<file path="config.mk">
export PLATFORM = sky130hd
export DESIGN_NAME = insn_addr_seq
export DESIGN_NICKNAME = d
export VERILOG_FILES = /design/src/rtl/ias_pkg.sv /design/src/rtl/ias_len_decode.sv /design/src/rtl/ias_cond_test.sv /design/src/rtl/ias_next_addr.sv /design/src/rtl/insn_addr_seq.sv
export SDC_FILE = /design/constraint.sdc
export NUM_CORES = 1
export LEC_CHECK = 0
export BUFFER_PORTS_ARGS = -buffer_cell sky130_fd_sc_hd__buf_2
export CAP_MARGIN = 10
export CORE_ASPECT_RATIO = 0.9
export CORE_MARGIN = 2
export CORE_UTILIZATION = 57
export CTS_CLUSTER_SIZE = 28
export DETAILED_ROUTE_END_ITERATION = 6
export PLACE_DENSITY = 0.87
export SLEW_MARGIN = 0
export SYNTH_ARGS = -nofsm -noshare
export SYNTH_HDL_FRONTEND = slang
export SYNTH_HIERARCHICAL = 1
export SYNTH_SLANG_ARGS = --single-unit
</file>
<file path="constraint.sdc">
create_clock -name clk -period 6.2 [get_ports clk]
set_input_delay 1.24 -clock clk [delete_from_list [all_inputs] [get_ports clk]]
set_output_delay 1.24 -clock clk [all_outputs]
set_load 0.01 [all_outputs]
</file>
<file path="src/rtl/ias_pkg.sv">
// Shared definitions for the instruction address sequencer.
// Assumes a 2-bit length code counted in halfwords.
package ias_pkg;
    localparam int ADDR_W = 24;
    localparam int LEN_W  = 2;
    localparam int CC_W   = 2;

    typedef enum logic [LEN_W-1:0] {
        LEN_HALF2 = 2'b00,
        LEN_HALF4 = 2'b01,
        LEN_HALF6 = 2'b10,
        LEN_RSVD  = 2'b11
    } len_code_e;
endpackage

</file>
<file path="src/rtl/ias_len_decode.sv">
// Turns a length code into a byte increment and a validity flag.
// Assumes that code k means (k+1) halfwords and that the all-ones code is reserved.
module ias_len_decode #(
    parameter int ADDR_W = 24,
    parameter int LEN_W  = 2
) (
    input  logic [LEN_W-1:0]  len_code,
    output logic [ADDR_W-1:0] byte_incr,
    output logic              code_ok
);
    import ias_pkg::*;

    // Work out the byte count and flag the reserved code.
    always_comb begin
        byte_incr = ADDR_W'({len_code, 1'b0}) + ADDR_W'(2);
        code_ok   = (len_code != LEN_W'(LEN_RSVD));
    end
endmodule

</file>
<file path="src/rtl/ias_cond_test.sv">
// Tests the condition code against a branch mask.
// Assumes the mask's most significant bit belongs to code 0.
module ias_cond_test #(
    parameter int CC_W = 2
) (
    input  logic [CC_W-1:0]      cc,
    input  logic [(1<<CC_W)-1:0] mask,
    output logic                 taken
);
    localparam int MASK_W = 1 << CC_W;

    logic [MASK_W-1:0] rev_mask;

    // Reverse the mask so that the condition code can index it directly.
    for (genvar i = 0; i < MASK_W; i++) begin : g_rev
        assign rev_mask[i] = mask[MASK_W-1-i];
    end

    // Pick the mask bit that the current code selects.
    always_comb taken = rev_mask[cc];
endmodule

</file>
<file path="src/rtl/ias_next_addr.sv">
// Picks the next instruction address. Order of precedence:
// swap load, then reserved length, then a taken branch, then the sequential step.
// Assumes the increment and the branch decision are valid in the same cycle.
module ias_next_addr #(
    parameter int ADDR_W = 24
) (
    input  logic [ADDR_W-1:0] cur_addr,
    input  logic              step_valid,
    input  logic              code_ok,
    input  logic [ADDR_W-1:0] byte_incr,
    input  logic              br_req,
    input  logic              br_taken,
    input  logic [ADDR_W-1:0] br_target,
    input  logic              swap_ld,
    input  logic [ADDR_W-1:0] swap_addr,
    output logic [ADDR_W-1:0] nxt_addr,
    output logic              set_len_fault,
    output logic              set_tgt_fault
);
    logic [ADDR_W-1:0] seq_addr;

    // Sequential address, wrapping modulo 2^ADDR_W.
    always_comb seq_addr = step_valid ? (cur_addr + byte_incr) : cur_addr;

    // Apply the precedence order to get the next address and the fault strobes.
    always_comb begin
        nxt_addr      = cur_addr;
        set_len_fault = 1'b0;
        set_tgt_fault = 1'b0;
        if (swap_ld) begin
            nxt_addr = swap_addr & ~ADDR_W'(1);
        end else if (step_valid && !code_ok) begin
            set_len_fault = 1'b1;
        end else if (br_req && br_taken) begin
            if (br_target[0]) set_tgt_fault = 1'b1;
            else              nxt_addr      = br_target;
        end else begin
            nxt_addr = seq_addr;
        end
    end
endmodule

</file>
<file path="src/rtl/insn_addr_seq.sv">
// Top of the sequencer: holds the address, last length code, condition code
// and the two fault pulses. Assumes at most one instruction step per cycle.
module insn_addr_seq #(
    parameter int ADDR_W = ias_pkg::ADDR_W,
    parameter int LEN_W  = ias_pkg::LEN_W,
    parameter int CC_W   = ias_pkg::CC_W
) (
    input  logic                 clk,
    input  logic                 rst_n,
    input  logic                 step_valid,
    input  logic [LEN_W-1:0]     step_len,
    input  logic                 br_req,
    input  logic [(1<<CC_W)-1:0] br_mask,
    input  logic [ADDR_W-1:0]    br_target,
    input  logic                 cc_wr,
    input  logic [CC_W-1:0]      cc_in,
    input  logic                 swap_ld,
    input  logic [ADDR_W-1:0]    swap_addr,
    input  logic [LEN_W-1:0]     swap_len,
    input  logic [CC_W-1:0]      swap_cc,
    output logic [ADDR_W-1:0]    insn_addr,
    output logic [LEN_W-1:0]     last_len,
    output logic [CC_W-1:0]      cond_code,
    output logic                 len_fault,
    output logic                 tgt_fault
);
    logic [ADDR_W-1:0] byte_incr, nxt_addr;
    logic              code_ok, br_taken, set_len_fault, set_tgt_fault;

    ias_len_decode #(.ADDR_W(ADDR_W), .LEN_W(LEN_W)) u_dec (
        .len_code (step_len),
        .byte_incr(byte_incr),
        .code_ok  (code_ok)
    );

    ias_cond_test #(.CC_W(CC_W)) u_cond (
        .cc   (cond_code),
        .mask (br_mask),
        .taken(br_taken)
    );

    ias_next_addr #(.ADDR_W(ADDR_W)) u_nxt (
        .cur_addr     (insn_addr),
        .step_valid   (step_valid),
        .code_ok      (code_ok),
        .byte_incr    (byte_incr),
        .br_req       (br_req),
        .br_taken     (br_taken),
        .br_target    (br_target),
        .swap_ld      (swap_ld),
        .swap_addr    (swap_addr),
        .nxt_addr     (nxt_addr),
        .set_len_fault(set_len_fault),
        .set_tgt_fault(set_tgt_fault)
    );

    // Address register.
    always_ff @(posedge clk) begin
        if (!rst_n) insn_addr <= '0;
        else        insn_addr <= nxt_addr;
    end

    // Last-length register: swap data, or a valid step's code.
    always_ff @(posedge clk) begin
        if (!rst_n)                      last_len <= '0;
        else if (swap_ld)                last_len <= swap_len;
        else if (step_valid && code_ok)  last_len <= step_len;
    end

    // Condition-code register: swap data first, then an explicit write.
    always_ff @(posedge clk) begin
        if (!rst_n)      cond_code <= '0;
        else if (swap_ld) cond_code <= swap_cc;
        else if (cc_wr)   cond_code <= cc_in;
    end

    // One-cycle fault pulses.
    always_ff @(posedge clk) begin
        if (!rst_n) begin
            len_fault <= 1'b0;
            tgt_fault <= 1'b0;
        end else begin
            len_fault <= set_len_fault;
            tgt_fault <= set_tgt_fault;
        end
    end


    seq_step_chk: assert property (@(posedge clk) disable iff (!rst_n)
        (step_valid && !br_req && !swap_ld && step_len != 2'b11)
        |=> insn_addr == $past(insn_addr) + ADDR_W'({$past(step_len), 1'b0}) + ADDR_W'(2));


    rsvd_len_chk: assert property (@(posedge clk) disable iff (!rst_n)
        (step_valid && !swap_ld && step_len == 2'b11)
        |=> len_fault && $stable(insn_addr) && $stable(last_len));


    tgt_hold_chk: assert property (@(posedge clk) disable iff (!rst_n)
        tgt_fault |-> $stable(insn_addr));


    swap_load_chk: assert property (@(posedge clk) disable iff (!rst_n)
        swap_ld |=> !len_fault && !tgt_fault && cond_code == $past(swap_cc)
                    && last_len == $past(swap_len));


    even_addr_chk: assert property (@(posedge clk) disable iff (!rst_n)
        !insn_addr[0]);


    one_fault_chk: assert property (@(posedge clk) disable iff (!rst_n)
        $onehot0({len_fault, tgt_fault}));
endmodule

</file>
Word level (Yosys, flattened, before mapping). Cells that the tools add are included. Widths: inputs -> output; s select.

Register bits after elaboration: 30. Input port bits: 66. Output and inout port bits: 30. Logic and storage cells: 41.

Add/subtract/negate cells: 2. Magnitude comparators: 1. Eq/ne operators: 4. Muxes and demuxes: 13. Bitwise logic cells: 3. Reductions and logical operators: 12.

Operators by type and width (number): $mux 24 (5); $add 24x4->24 (1); $mux 2 (4); $ne 2x2->1 const B (3); $reduce_and 3->1 (2); $reduce_bool 2->1 (3); $add 3x2->4 const B (1); $reduce_or 4->1 (1); $logic_and 1x1->1 (3); $lt 2x3->1 const B (1); $mux 1 (3); $ne 3x3->1 const B (1); $not 1->1 (3); $reduce_bool 3->1 (1); $bmux 1 s2 (1); $reduce_or 2->1 (1); $logic_not 1->1 (1).

Depth between registers and ports, before layout. Gate-level depths: netlist (run 1).

Word-level depth: 6. Gate-level depth with buffers: 13. Gate-level depth less buffers: 12.

Modules after synthesis. The synthesis (run 1) kept the hierarchy.

Modules (own cells, without submodules): ias_next_addr (instances 1, cells each 322, area each 2057.0 um2, seq. area each 0.0 um2); insn_addr_seq (instances 1, cells each 73, area each 890.9 um2, seq. area each 600.6 um2); ias_len_decode (instances 1, cells each 26, area each 193.9 um2, seq. area each 0.0 um2); ias_cond_test (instances 1, cells each 1, area each 22.5 um2, seq. area each 0.0 um2).

Least setup slack after synthesis (run 1). No wires, ideal clock.

Kind: input port to flip-flop. Start point: input step_len[0]. End point: register insn_addr[20]. Library setup time: 0.115 ns. Data arrival time: 3.517 ns. Data required time: 6.085 ns. Slack: 2.568 ns. Stages: 10. Buffers on the path: 0. Cells stage by stage: ha_1 ha_1 and2b_4 o2111ai_2 a21oi_2 o311ai_4 a211oi_1 or3_1 a211o_1 and2_1.

Longest elaborated chain between the ends: 6. Elaborated cells on any way between the ends: 11. Classes of those cells: add/sub (2); eq/ne (2); mux (4); reduce/logical (3).

Ends and longest elaborated chain: start, declared (line insn_addr_seq.sv:11) `input logic [LEN_W-1:0] step_len,`; $add 3x2->4 (line ias_len_decode.sv:15) `byte_incr = ADDR_W'({len_code, 1'b0}) + ADDR_W'(2);`; $add 24x4->24 (line ias_next_addr.sv:23) `always_comb seq_addr = step_valid ? (cur_addr + byte_incr) : cur_addr;`; $mux 24 (line ias_next_addr.sv:23); $mux 24 (line ias_next_addr.sv:34) `end else if (br_req && br_taken) begin`; $mux 24 (line ias_next_addr.sv:32) `end else if (step_valid && !code_ok) begin`; $mux 24 (line ias_next_addr.sv:30) `if (swap_ld) begin`; via nxt_addr[20] (line insn_addr_seq.sv:27) `logic [ADDR_W-1:0] byte_incr, nxt_addr;`; end signal, assigned (line insn_addr_seq.sv:60) `else insn_addr <= nxt_addr;`; end, declared (line insn_addr_seq.sv:21) `output logic [ADDR_W-1:0] insn_addr,`.

The timed path passes the listed nets, and every way through them passes these cells. The select of a mux whose other input is x is not followed. A chain may end at the register's enable or synchronous reset.

Final worst setup path (run 1).
Start point: input step_len[0]. End point: register insn_addr[21].

Longest elaborated chain between the ends: 6. Elaborated cells on any way between the ends: 11. Classes of those cells: add/sub (2); eq/ne (2); mux (4); reduce/logical (3).

Ends and longest elaborated chain (line): $add 3x2->4 (ias_len_decode.sv:15); via byte_incr[2] (insn_addr_seq.sv:27); $add 24x4->24 (ias_next_addr.sv:23); $mux 24 (ias_next_addr.sv:23); $mux 24 (ias_next_addr.sv:34); $mux 24 (ias_next_addr.sv:32); $mux 24 (ias_next_addr.sv:30); via nxt_addr[21] (insn_addr_seq.sv:27).

The timed path passes the listed nets, and every way through them passes these cells. The select of a mux whose other input is x is not followed.

==> results.toml, run 1 <==
[setup_path]
cp_max_fo = 4
cp.required_ns = 6.38
start_kind = "input port"
critPathKind = "input port to register"
end_kind = "register"
worstPathArrival_ns = 3.94

[timing]
min_period_over_period = 0.607
fin_skew_ns = 0.00882
rsz0062_at_grt = "false"
final_max_slew_viol_count = 0
finalHoldViolCount = 0
slew_headroom = 0.310
post-route-min-period_ns = 3.76
tns_ns = 0
setup_viol = 0
max_freq_ghz = 0.266
worst_pin_slew_ns = 1.03

[placed_design]
dpl_cell_area_um2 = 3570
gp_congestion = 0.985
place_inst = 564
dp_hpwl_um = 7490
numPortBuffers = 94

[final_layout]
layout.nets = 596
syn2layout_area_growth_pct = 15.1
stdcell_count = 571
drive_gt1_frac = 0.212
antenna_cells = 0
design_area_um2 = 3640

[routing]
met2WireLength_um = 4650
drt-initial-drc-count = 431
avgRoutedWirePerCell_um = 17.6
via_per_inst = 6.29
drtPass1Iterations = 5
vias = 3591
ant_nets = 0
wl_met1_um = 4280
met3_length_um = 897
topRoutingLayerUsed = "met4"
drc_errors = 0
wl_um = 10100

[power]
pwr-share-comb = 0.452
p_seq_frac = 0.326
p_int_uw = 419
clkPwrFrac = 0.222
p_leak_nw = 1.72
p_per_area_nw_per_um2 = 191
swShare = 0.398
irDropWorstVdd_v = 0.000124
p_sw_uw = 278

[clock_network]
clk-insertion-delay-late_ns = 0.29
htreeDepth = 2
numCtsBuffers = 5
cts_resized = 0
clock_path_buffers = 2
cts_root_buf = "clkbuf_8"
cts_sinks = 30
cts_tree = "done"
clkTransAtPathRegs_ns = 0.07
postCtsHoldBufs = 0
postCtsSetupRepairBufs = 0

[synth]
ys_top_cells_by_area = "dfxtp_1, ha_1, a21oi_1"
synth_commonest_cells = "a21oi_1, nand2_1, nor2_1"
synthCells = 422
seq_area_frac_synth = 0.190
synth_top_flop_cell = "dfxtp_1"
post-synth-top-count-cell = "a21oi_1"
yosysUniqueCellTypes = 58
synthArstFlopShare = 0
ys_seq_elements = 30
yosysTopAreaCellShare = 0.190
syn_area_per_cell_um2 = 7.50
synth_edf_count = 0
synth_top_area_cell = "dfxtp_1"
ys_warn_count = 6
syn_area_um2 = 3160

[global_routing]
grt_max_degree = 41
grt_overflow = 0
grt_pass1_vias = 3204
grt_pass1_wl_um = 15400
grt_usage = 0.332
antenna_found_initial = 0

[floorplanning]
die_area_um2 = 6160
die_h_um = 74.7
ios = 96
rows = 25
coreArea_um2 = 5320
fp.dieW_um = 82.5
initial_core_util = 0.595

[hold_path]
min_path_type = "register to register"

[outcome]
status = "complete, no violations"

[run]
maxCapViolCount = 0
==> area by class of cell <==
class | instances | area [um^2]
inverter | 13 | 48.8
multi-input combinational | 360 | 2360
fill | 461 | 1670
clock buffer | 7 | 76.3
tap | 67 | 83.8
sequential | 30 | 601
timing repair buffer | 94 | 470
==> sequential cells by signal, summed over array words and instances, names as in the netlist <==
register	count
cond_code	2
insn_addr	24
last_len	2
len_fault	1
tgt_fault	1
==> power groups by stage <==
stage	logic, mW	clock network (mW)	registers [mW]
after floorplan	0.219	0	0.236
after global placement	0.292	0	0.230
after detailed placement	0.300	0	0.231
after CTS	0.302	0.159	0.227
after global routing	0.345	0.166	0.230
final	0.315	0.155	0.227
==> final timing paths <==
path,startpoint,to,slack (ns),cells after the start
worst max-delay path,step_len[0],insn_addr[21]$_SDFF_PN0_,2.44,12
worst min-delay path,cond_code[1]$_SDFFE_PN0P_,cond_code[1]$_SDFFE_PN0P_,0.65,2
worst max register to register,cond_code[0]$_SDFFE_PN0P_,insn_addr[17]$_SDFF_PN0_,3.27,10
worst min register to register,cond_code[1]$_SDFFE_PN0P_,cond_code[1]$_SDFFE_PN0P_,0.65,2
==> through the flow <==
stage	power, mW	setup slack (ns)	hold WS, ns	utilization
floorplan	0.455	2.57	0.659	-
global placement	0.522	2.26	0.621	0.671
detailed placement	0.531	2.22	0.623	0.671
CTS	0.687	2.50	0.653	0.685
global route	0.741	2.27	0.701	0.685
finish	0.697	2.44	0.654	0.685
==> worst max-delay path: stages <==
cell	delay [ns]
buf_2	0.12
ha_1	0.30
ha_1	0.36
a21oi_1	0.09
nand2_1	0.14
a31oi_1	0.19
o31ai_1	0.52
a21oi_1	0.24
o21ai_0	0.29
xnor2_1	0.16
o221ai_1	0.10
and2_1	0.19
==> cell families (layout without fill, tap and decap cells) <==
kind of cell    Yosys count  after routing  synth area share
xor+xnor                 16             16            0.0443
other cells               1             21           0.00119
simple gates            144            144             0.227
fa+ha+maj                26             26             0.105
buf+inv                  52            114            0.0870
flops                    30             30             0.190
compound gates          145            145             0.316
mux                       8              8            0.0304
==> per-layer routing <==
layer | up-vias | track usage
li1 | 1684 | -
met1 | 1659 | 0.452
met2 | 225 | 0.523
met3 | 23 | 0.0492
met4 | 0 | 0.149
met5 | - | 0
==> cells in the final DEF (no fill, tap or decap), drive strengths merged, types with 10 or more instances in the layout <==
cell,instances
o21ai,30
ha,25
a21oi,43
dfxtp,30
nand2,38
buf,94
inv,12
nor2,36
conb,21
and2,29
a221oi,10
Note: power is estimated with default switching activity, not from simulation.
==> run 2: changes to the inputs <==
Settings changed: CORE_UTILIZATION 57 to 53, PLACE_DENSITY 0.87 to 0.82.
Clock period 6.2 ns to 3.8 ns, I/O delays scaled along.
==> run 2 against run 1 <==
Net effect: die area up 7.2%; sequential cell count unchanged; clock-buffer cell count unchanged; register-to-register slack worse by 2.4 ns; combinational power up 64%; clock skew down 0.0017 ns; sequential share of layout area down 0.22 points; non-clock buffer count up 6.
==> results.toml, run 2 (synthesized netlist as in run 1, its figures left out) <==
[final_layout]
drive_gt1_frac = 0.222
largest-register = "insn_addr"
seqCellArea_um2 = 601
reg_top3 = "insn_addr: 24 flops, cond_code: 2 flops, last_len: 2 flops"
largest_register_ffs = 24
layout.nets = 602
nFillCells = 517
syn2layout_area_growth_pct = 16.7
multiInputGateArea_um2 = 2360
mostFrequentLayoutCells = "buf_2, a21oi_1, nand2_1"
antenna_cells = 0
final_common_cell = "buf_2"

[floorplanning]
fp.dieW_um = 85.4
initial_core_util = 0.553
coreArea_um2 = 5730
die_h_um = 77.3
ios = 96
rows = 26
die_area_um2 = 6600

[clock_network]
clk-insertion-delay-late_ns = 0.30
numCtsBuffers = 5
clock_path_buffers = 2
cts_root_buf = "clkbuf_8"
cts_tree = "done"
htreeDepth = 2
cts_sinks = 30
clkTransAtPathRegs_ns = 0.07
postCtsSetupRepairBufs = 0
cts_resized = 0
postCtsHoldBufs = 0

[global_routing]
grt_usage = 0.299
grt_overflow = 0
grt_max_degree = 40
antenna_found_initial = 0
grt_pass1_vias = 3379
grt_pass1_wl_um = 15800

[power]
irDropWorstVdd_v = 0.000187
p_per_area_nw_per_um2 = 311
p_leak_nw = 1.75
power_mw = 1.15

[outcome]
status = "complete, no violations"

[routing]
drtPass1Iterations = 6
drc_errors = 0
avgRoutedWirePerCell_um = 16.8
via_per_inst = 6.16
vias = 3571
drt-initial-drc-count = 251
wl_um = 9770
ant_nets = 0

[placed_design]
dp_slack_ns = 0.236
numPortBuffers = 94
dp_hpwl_um = 7480
gp_congestion = 0.991

[setup_path]
ff2ff_setup_slack_ns = 0.87
rr_startpoint = "cond_code[0]$_SDFFE_PN0P_"
path_buf_inv = 1
path_delay_family = "compound AO/OA/AOI/OAI gates"
end_kind = "register"
cpMaxStageDelayCell = "or3_1"
path_cells = "buf_2 -> ha_1 -> ha_1 -> and2b_4 -> o2111ai_2 -> a21oi_2 -> o311ai_4 -> a211oi_1 -> or3_1 -> nor4b_2 -> a211o_1 -> and2_1"
critPathKind = "input port to register"
rr_endpoint = "insn_addr[17]$_SDFF_PN0_"
reg2regPathDepth = 10
cp_max_fo = 5
cp.required_ns = 4.04
worstPathArrival_ns = 3.55
start_kind = "input port"
cp.depth = 12
cpPeakStageDelay_ns = 0.39
cp_common_cell = "ha_1"

[hold_path]
holdPathStages = 3
min_path_type = "register to register"
holdPathEnd = "insn_addr[0]$_SDFF_PN0_"
hold_start = "insn_addr[0]$_SDFF_PN0_"

[timing]
post-route-min-period_ns = 3.32
max_freq_ghz = 0.302
finalHoldViolCount = 0
setup_viol = 0
rsz0062_at_grt = "false"
tns_ns = 0
setup_ws_ns = 0.485
slew_headroom = 0.593
min_period_over_period = 0.872
final_max_slew_viol_count = 0
fin_skew_ns = 0.00710
worst_pin_slew_ns = 0.610

[run]
maxCapViolCount = 0
-- run 2: how the worst max path moves through the flow --
stage                                          end   startpoint
after global routing      insn_addr[20]$_SDFF_PN0_  step_len[0]
after CTS                 insn_addr[20]$_SDFF_PN0_  step_len[0]
after floorplan           insn_addr[20]$_SDFF_PN0_  step_len[0]
after global placement    insn_addr[20]$_SDFF_PN0_  step_len[0]
final                     insn_addr[20]$_SDFF_PN0_  step_len[0]
after detailed placement  insn_addr[20]$_SDFF_PN0_  step_len[0]
-- run 2: final cells by class --
class	count	area share
Clock buffer	7	0.0207
Inverter	13	0.0132
Multi-Input combinational cell	360	0.640
Sequential cell	30	0.163
Tap cell	70	0.0237
Timing Repair Buffer	100	0.140
-- run 2: routing by layer --
metal | routed length [um] | part of all wire | track usage
met1 | 4130 | 0.42 | 0.392
met2 | 4260 | 0.44 | 0.456
met3 | 955 | 0.098 | 0.0818
met4 | 422 | 0.043 | 0.132
met5 | 0 | 0 | 0
-- run 2: through the flow --
step	area [um^2]	util	hold slack, ns	instances
global placement	3620	0.632	0.612	573
detailed placement	3620	0.632	0.619	573
floorplan	3240	-	0.659	442
finish	3690	0.645	0.655	580
CTS	3690	0.645	0.651	580
global route	3690	0.645	0.707	580
-- run 2: report_power, final --
part	internal, mW	switching (mW)
clock network	0.126	0.131
logic	0.221	0.297
registers	0.342	0.0291
-- run 2: worst reg2reg max path, stage by stage, from the launching register on --
cell	delay [ns]
dfxtp_1	0.37
mux4_2	0.52
and2_1	0.26
nand2_1	0.15
o21ai_1	0.22
nand2b_1	0.43
a221oi_1	0.43
o21ai_0	0.14
o21ai_0	0.10
a21oi_1	0.06
and2_1	0.15
==> run 3: changes to the inputs <==
Settings changed: CORE_UTILIZATION 53 to 47, PLACE_DENSITY 0.82 to 0.81, SYNTH_HIERARCHICAL 1 to unset.
==> run 3 against run 2 <==
Net effect: area after synthesis fell by 35%; combinational power fell by 57%; core utilization fell by 1.2 points; maximum frequency rose by 11%; via count fell by 36%; non-clock buffer count fell by 3; clock skew rose by 0.0032 ns; critical path depth fell by 1; register-to-register slack improved by 0.19 ns; routed wire length fell by 42%; hold slack got worse by 0.13 ns; worst setup slack improved by 0.34 ns; largest power group is now sequential cells; highest routed layer unchanged.
==> results.toml, run 3 <==
[setup_path]
path_buf_inv = 2
cp.depth = 11
start_kind = "input port"
cp_common_cell = "ha_1"
path_cells = "buf_2 -> ha_1 -> ha_1 -> inv_1 -> fa_1 -> and4b_1 -> nand2_1 -> nor4_2 -> xor2_1 -> nand4_1 -> a41oi_1"
worstPathArrival_ns = 3.20
cp.required_ns = 4.02
cpMaxStageDelayCell = "fa_1"
end_kind = "register"
reg2regPathDepth = 12
cp_max_fo = 5
critPathKind = "input port to register"
path_delay_family = "simple AND/OR/NAND/NOR gates"
ff2ff_setup_slack_ns = 1.06
cpPeakStageDelay_ns = 0.42

[synth]
syn_nets = 327
ys_warn_count = 0
ys_seq_elements = 30
post-synth-top-count-cell = "nor2_1"
ys_top_cells_by_area = "dfxtp_1, nor2_1, xnor2_1"
synth_top_area_cell = "dfxtp_1"
synth_commonest_cells = "nor2_1, dfxtp_1, nand2_1"
yosysTopAreaCellShare = 0.292
yosysUniqueCellTypes = 50
synthArstFlopShare = 0
synth_top_flop_cell = "dfxtp_1"
synth_edf_count = 0
synthCells = 256
syn_area_um2 = 2050
seq_area_frac_synth = 0.292
syn_area_per_cell_um2 = 8.03

[hold_path]
holdPathStages = 2
min_path_type = "register to register"

[routing]
via_per_inst = 5.77
ant_nets = 0
vias = 2268
drtPass1Iterations = 4
drc_errors = 0
wl_um = 5710
drt-initial-drc-count = 97
avgRoutedWirePerCell_um = 14.5

[timing]
tns_ns = 0
finalHoldViolCount = 0
final_max_slew_viol_count = 0
worst_pin_slew_ns = 0.721
fin_skew_ns = 0.0103
setup_ws_ns = 0.824
min_period_over_period = 0.783
hold-worst-slack_ns = 0.528
slew_headroom = 0.519
post-route-min-period_ns = 2.98
setup_viol = 0
rsz0062_at_grt = "false"
max_freq_ghz = 0.336

[final_layout]
design_area_um2 = 2610
drive_gt1_frac = 0.322
antenna_cells = 0
stdcell_count = 393
final_common_cell = "buf_2"
nFillCells = 407
largest_register_ffs = 24
reg_top3 = "insn_addr: 24 flops, cond_code: 2 flops, last_len: 2 flops"
layout.nets = 415
syn2layout_area_growth_pct = 27.2
largest-register = "insn_addr"
mostFrequentLayoutCells = "buf_2, nor2_1, dfxtp_1"

[run]
maxCapViolCount = 0

[clock_network]
cts_sinks = 30
clk-insertion-delay-late_ns = 0.30
cts_resized = 0
cts_tree = "done"
postCtsHoldBufs = 0
clkTransAtPathRegs_ns = 0.07
cts_root_buf = "clkbuf_8"
numCtsBuffers = 5
clock_path_buffers = 2
htreeDepth = 2
postCtsSetupRepairBufs = 0

[floorplanning]
fp.dieW_um = 73.7
initial_core_util = 0.498
coreArea_um2 = 4130
rows = 22
die_h_um = 66.7
die_area_um2 = 4920
ios = 96

[power]
irDropWorstVdd_v = 0.000227
p_per_area_nw_per_um2 = 333
p_leak_nw = 1.17

[placed_design]
numPortBuffers = 94
place_inst = 385
gp_congestion = 0.809
dp_hpwl_um = 4160
dpl_cell_area_um2 = 2520
dp_slack_ns = 0.549

[outcome]
status = "complete, no violations"

[global_routing]
grt_overflow = 0
grt_pass1_wl_um = 9380
antenna_found_initial = 0
grt_usage = 0.250
grt_max_degree = 37
grt_pass1_vias = 2071
## run 3: metal layers
metal  part of all wire  up-vias  track usage
li1                   -     1122            -
met1               0.44     1047        0.322
met2               0.46       89        0.397
met3              0.078       10       0.0514
met4              0.020        0        0.111
met5                  0        -            0
## run 3: area by class of cell
type / instances / area, um^2 / area share
inverters: 8 / 30.0 / 0.0115
well taps: 48 / 60.1 / 0.0230
clock buffers: 7 / 86.3 / 0.0330
flip-flops and latches: 30 / 601 / 0.230
clock inverters: 1 / 5.00 / 0.00191
multi-input cells: 202 / 1340 / 0.512
repair buffers: 97 / 493 / 0.189
## run 3: stage by stage
stage,total power [mW],utilization
after floorplan,0.516,-
after global placement,0.596,0.611
after detailed placement,0.601,0.611
after CTS,0.871,0.633
after global routing,0.918,0.633
final,0.870,0.633
## run 3: cell families (layout without fill, tap and decap cells)
| logic type | count (synthesis) | count (layout) | share of synthesized area |
|---|---|---|---|
| flip-flops | 30 | 30 | 0.292 |
| multiplexers | 7 | 7 | 0.0402 |
| AND/OR/NAND/NOR | 111 | 111 | 0.289 |
| buffers and inverters | 24 | 113 | 0.0560 |
| XOR/XNOR | 18 | 18 | 0.0767 |
| adder cells (fa/ha/maj) | 5 | 5 | 0.0341 |
| AO/OA/AOI/OAI | 61 | 61 | 0.211 |
## run 3: report_power, final
group	leakage [nW]	internal, mW	switching (mW)
logic	0.873	0.104	0.119
registers	0.248	0.340	0.0324
clock network	0.0482	0.146	0.129
## run 3: final timing paths
path                                                 start                          to
worst max-delay path                           step_len[1]  insn_addr[22]$_SDFFE_PN0P_
worst min-delay path            insn_addr[12]$_SDFFE_PN0P_  insn_addr[12]$_SDFFE_PN0P_
worst max register to register   insn_addr[1]$_SDFFE_PN0P_  insn_addr[22]$_SDFFE_PN0P_
worst min register to register  insn_addr[12]$_SDFFE_PN0P_  insn_addr[12]$_SDFFE_PN0P_
## run 3: tightest hold or removal path, stage by stage, from the launching register on
cell,delay (ns)
dfxtp_1,0.33
nor2_1,0.11
nor3_1,0.05
